### config.mk
export PLATFORM = sky130hd
export DESIGN_NAME = extirq_ctrl
export DESIGN_NICKNAME = d
export VERILOG_FILES = /design/src/rtl/extirq_pkg.sv /design/src/rtl/extirq_sync.sv /design/src/rtl/extirq_detect.sv /design/src/rtl/extirq_csr.sv /design/src/rtl/extirq_ctrl.sv
export SDC_FILE = /design/constraint.sdc
export NUM_CORES = 1
export LEC_CHECK = 0
export BUFFER_PORTS_ARGS = -buffer_cell sky130_fd_sc_hd__buf_2
export CORE_AREA = 5 5 42 44
export DETAILED_ROUTE_END_ITERATION = 16
export DIE_AREA = 0 0 47 49
export SKIP_LAST_GASP = 1
export SLEW_MARGIN = 20
export SYNTH_ARGS = -nofsm -noshare
export SYNTH_HDL_FRONTEND = slang
export SYNTH_SLANG_ARGS = --single-unit
export TNS_END_PERCENT = 10
### constraint.sdc
create_clock -name clk -period 1 [get_ports clk]
set_input_delay 0.1 -clock clk [delete_from_list [all_inputs] [get_ports clk]]
set_output_delay 0.1 -clock clk [all_outputs]
set_load 0.05 [all_outputs]
### src/rtl/extirq_pkg.sv
package extirq_pkg;
  localparam int REG_W  = 8;
  localparam int B_FLAG = 0;
  localparam int B_ACK  = 1;
  localparam int B_LVL  = 2;
  localparam int B_IEN  = 3;
  localparam int B_MODE = 4;
  localparam int B_POL  = 5;
  localparam int B_PEN  = 6;
  localparam logic SYNC_RST = 1'b1;

  typedef struct packed {
    logic pin_en;
    logic pol;
    logic lvl_mode;
    logic irq_en;
  } cfg_t;
endpackage

### src/rtl/extirq_sync.sv
module extirq_sync #(
  parameter int STAGES = 2,
  parameter logic RST_VAL = 1'b1
) (
  input  logic clk,
  input  logic rst_n,
  input  logic d_i,
  output logic q_o
);
  logic [STAGES-1:0] chain_q;
  logic [STAGES-1:0] chain_d;

  generate
    if (STAGES == 1) begin : g_one
      always_comb chain_d = d_i;
    end else begin : g_many
      always_comb chain_d = {chain_q[STAGES-2:0], d_i};
    end
  endgenerate

  always_ff @(posedge clk or negedge rst_n) begin
    if (!rst_n) chain_q <= {STAGES{RST_VAL}};
    else        chain_q <= chain_d;
  end

  assign q_o = chain_q[STAGES-1];
endmodule

### src/rtl/extirq_detect.sv
module extirq_detect
  import extirq_pkg::*;
(
  input  logic clk,
  input  logic rst_n,
  input  logic smp_i,
  input  cfg_t cfg_i,
  output logic evt_o
);
  logic prev_q;
  logic prev_d;
  logic edge_hit;
  logic lvl_hit;

  always_comb begin
    prev_d   = smp_i;
    edge_hit = cfg_i.pol ? (smp_i & ~prev_q) : (~smp_i & prev_q);
    lvl_hit  = cfg_i.lvl_mode & (smp_i == cfg_i.pol);
    evt_o    = cfg_i.pin_en & (edge_hit | lvl_hit);
  end

  always_ff @(posedge clk or negedge rst_n) begin
    if (!rst_n) prev_q <= SYNC_RST;
    else        prev_q <= prev_d;
  end
endmodule

### src/rtl/extirq_csr.sv
module extirq_csr
  import extirq_pkg::*;
(
  input  logic             clk,
  input  logic             rst_n,
  input  logic             wr_en_i,
  input  logic [REG_W-1:0] wr_data_i,
  input  logic             evt_i,
  input  logic             smp_i,
  output cfg_t             cfg_o,
  output logic             flag_o,
  output logic [REG_W-1:0] rd_data_o
);
  cfg_t cfg_q, cfg_d;
  logic flag_q, flag_d;
  logic ack;

  always_comb begin
    cfg_d = cfg_q;
    ack   = wr_en_i & wr_data_i[B_ACK];
    if (wr_en_i) begin
      cfg_d.pin_en   = wr_data_i[B_PEN];
      cfg_d.pol      = wr_data_i[B_POL];
      cfg_d.lvl_mode = wr_data_i[B_MODE];
      cfg_d.irq_en   = wr_data_i[B_IEN];
    end
    if (evt_i)    flag_d = 1'b1;
    else if (ack) flag_d = 1'b0;
    else          flag_d = flag_q;
  end

  always_ff @(posedge clk or negedge rst_n) begin
    if (!rst_n) begin
      cfg_q  <= '0;
      flag_q <= 1'b0;
    end else begin
      cfg_q  <= cfg_d;
      flag_q <= flag_d;
    end
  end

  always_comb begin
    rd_data_o         = '0;
    rd_data_o[B_FLAG] = flag_q;
    rd_data_o[B_LVL]  = cfg_q.pin_en & smp_i;
    rd_data_o[B_IEN]  = cfg_q.irq_en;
    rd_data_o[B_MODE] = cfg_q.lvl_mode;
    rd_data_o[B_POL]  = cfg_q.pol;
    rd_data_o[B_PEN]  = cfg_q.pin_en;
  end

  assign cfg_o  = cfg_q;
  assign flag_o = flag_q;
endmodule

### src/rtl/extirq_ctrl.sv
module extirq_ctrl
  import extirq_pkg::*;
#(
  parameter int SYNC_STAGES = 2
) (
  input  logic             clk,
  input  logic             rst_n,
  input  logic             pin_i,
  input  logic             stop_i,
  input  logic             wr_en_i,
  input  logic [REG_W-1:0] wr_data_i,
  output logic [REG_W-1:0] rd_data_o,
  output logic             irq_o,
  output logic             wake_o
);
  logic smp;
  logic evt;
  logic flag;
  cfg_t cfg;

  extirq_sync #(.STAGES(SYNC_STAGES), .RST_VAL(SYNC_RST)) u_sync (
    .clk(clk), .rst_n(rst_n), .d_i(pin_i), .q_o(smp)
  );

  extirq_detect u_det (
    .clk(clk), .rst_n(rst_n), .smp_i(smp), .cfg_i(cfg), .evt_o(evt)
  );

  extirq_csr u_csr (
    .clk(clk), .rst_n(rst_n), .wr_en_i(wr_en_i), .wr_data_i(wr_data_i),
    .evt_i(evt), .smp_i(smp), .cfg_o(cfg), .flag_o(flag), .rd_data_o(rd_data_o)
  );

  assign irq_o  = flag & cfg.irq_en;
  assign wake_o = stop_i & cfg.pin_en & (pin_i == cfg.pol);
endmodule

==> flow_summary_export.csv <==
group,metric,value,unit
final_layout,layout_common_cells,"15 x buf_2, 4 x mux2_1, 4 x dfrtp_2",
final_layout,drive_gt1_share,66.0,%
die,die_h,49,um
hold_path,min_from,"pin_i",
cts,cts_tree,"built",
timing,fmax,810,MHz
die,fp-row-count,14,
placement,finalWeightedCongestion,0.667,
routing,antenna_left,0,
final_layout,final_common_cell,"buf_2",
critical_path,r2r-start,"u_det.prev_q",
job,drv_cap,0,
cts,numClockSinks,8,
critical_path,critical_path_required,0.90,ns
logic_synthesis,synthCells,26,
hold_path,whs_path_depth,1,
critical_path,endpoint_kind,"primary output",
placement,dp_cells,58,
logic_synthesis,synth.yosys.warnings,0,
grt,grt_pass1_wl,1150,um
cts,htreeDepth,1,
routing,dr.pass1.iters,2,
logic_synthesis,synth.distinct_cells,13,
timing,setup_ws,-0.235,ns
routing,drcViolationCount,0,
final_layout,stdcell_count,63,
placement,hpwlAfterDp,534,um
timing,skew,0.00854,ns
cts,clkSlewWorstSetupHoldPaths,0.06,ns
grt,grt_usage,6.87,%
final_layout,stdcell_area,494,um^2
grt,grt-ovfl-total,0,
routing,drt_wl_total,673,um
critical_path,timing.rr.end,"u_csr.flag_o",
critical_path,cp.arrival,1.14,ns
die,io_pins,23,
hold_path,hold_class,"in -> reg",
pwr,p_per_area,1880,nW/um^2
routing,wl_per_cell,10.7,um
timing,post-route-min-period,1.24,ns
timing,maxSlewViolCount,0,
grt,antenna_found_initial,0,
grt,grt_pass1_vias,268,
critical_path,crit_type,"reg -> out",
timing,holdWs,-0.0242,ns
logic_synthesis,ys_ff_latch,8,
timing,hold_viol_final,1,
cts,numCtsBuffers,3,
critical_path,reg2reg_depth,3,
critical_path,reg2reg_slack,-0.06,ns
routing,vias,255,
cts,hold_buffers,1,
placement,place_ws,-0.0779,ns
pwr,power_leakage,0.234,nW
die,fp.coreArea,1400,um^2
placement,portBuffers,17,
critical_path,cp-start-kind,"register",
timing,setup_viol,6,
run_status,violations,"hold timing, setup timing",
final_layout,antennaDiodeCount,0,
die,dieArea,2300,um^2
final_layout,nNetsFinal,61,
routing,drt_iter0_drc,2,
placement,placed_area,445,um^2
run_status,outcome,"finished, violations left",
logic_synthesis,yosysSeqAreaShare,60.1,%
routing,vias_per_cell,4.05,
hold_path,whs_endpoint,"u_sync.chain_q[0]",
timing,finalCritPeriodShare,124,%
cts,cts_root_buf,"clkbuf_4",
pwr,peakVddDrop,0.727,mV
final_layout,syn2layout_area_growth,45.8,%
critical_path,critPathMaxFanout,2,
die,start_util,24.2,%
cts,cts_buffer_depth,2,
timing,rsz0062_at_grt,"true",
cts,clock_latency,0.25,ns
die,dieWidth,47,um
logic_synthesis,syn_area,339,um^2
grt,grt_max_degree,9,
logic_synthesis,avgSynthCellArea,13.0,um^2
-- area by class of cell --
type | instances | area, um^2
timing repair buffer | 19 | 115
tap | 16 | 20.0
multi-input combinational | 16 | 124
sequential | 8 | 209
fill | 150 | 907
clock buffer | 4 | 26.3
-- worst max-delay path by stage --
stage,startpoint,end,slack [ns],depth (start not counted)
detailed placement,u_csr.cfg_o[2],wake_o,-0.08,3
CTS,u_csr.cfg_o[2],wake_o,-0.25,3
global route,u_csr.cfg_o[2],wake_o,-0.29,3
global placement,u_csr.cfg_o[2],wake_o,-0.07,3
finish,u_csr.cfg_o[2],wake_o,-0.24,3
floorplan,u_csr.cfg_o[2],u_csr.flag_o,-0.1,3
-- per-layer routing --
layer  part of all wire (%)  wire, um  vias to the layer above  global-route usage, %
met5                      0         0                        -                      0
met4                      0         0                        0                   4.15
met3                    8.0        54                        0                   2.58
met2                     55       370                       11                   10.2
met1                     37       248                      117                   8.07
li1                       -         -                      127                      -
-- registers in the layout (all words and copies together), names as in the netlist --
signal	flops
u_csr.cfg_o	4
u_csr.flag_o	1
u_det.prev_q	1
u_sync.chain_q	2
-- timing repair --
item	in CTS	in global routing
hold endpoints to repair	9	1
pin swaps	1	0
gates cloned	0	0
gates resized for setup	4	0
buffers inserted	0	0
setup endpoints to repair	6	9
-- report_power, final --
group | leakage, nW | switching (mW) | internal [mW] | total, mW
Sequential | 0.0863 | 0.0247 | 0.364 | 0.388
Combinational | 0.133 | 0.197 | 0.0905 | 0.288
Clock | 0.0150 | 0.0987 | 0.152 | 0.251
-- synth_stat cells --
cell / n / area share (%)
dfrtp_1: 5 / 37
xnor2_1: 1 / 2.6
buf_4: 3 / 6.6
and2_1: 2 / 3.7
o21bai_1: 1 / 2.2
conb_1: 1 / 1.1
nand2_1: 2 / 2.2
a22o_1: 1 / 2.6
nor2b_1: 1 / 1.8
and3_1: 1 / 1.8
dfstp_2: 3 / 23
mux2_1: 4 / 13
o22ai_1: 1 / 1.8
-- worst max-delay path, cell delays in order (launching register included) --
cell,delay (ns)
dfrtp_2,0.41
xnor2_1,0.14
and3_4,0.20
buf_8,0.14
-- kinds of logic after synthesis --
family	after synthesis	synth area share [%]
simple gates	6	9.60
flops	8	60.1
buf+inv	3	6.64
mux	4	13.3
compound gates	3	6.64
xor+xnor	1	2.58
other cells	1	1.11
-- per-stage QoR --
step	utilization (%)	total power [mW]	hold slack (ns)	setup TNS [ns]
6_report	35.3	0.927	-0.0242	-0.752
5_1_grt	35.3	0.994	-0.0406	-1.13
4_1_cts	35.3	0.950	-0.0342	-0.852
3_5_place_dp	31.8	0.672	-0.0497	-0.164
3_3_place_gp	31.8	0.670	-0.0499	-0.148
2_1_floorplan	-	0.611	-0.196	-0.187
(Power assumes the default switching activity.)
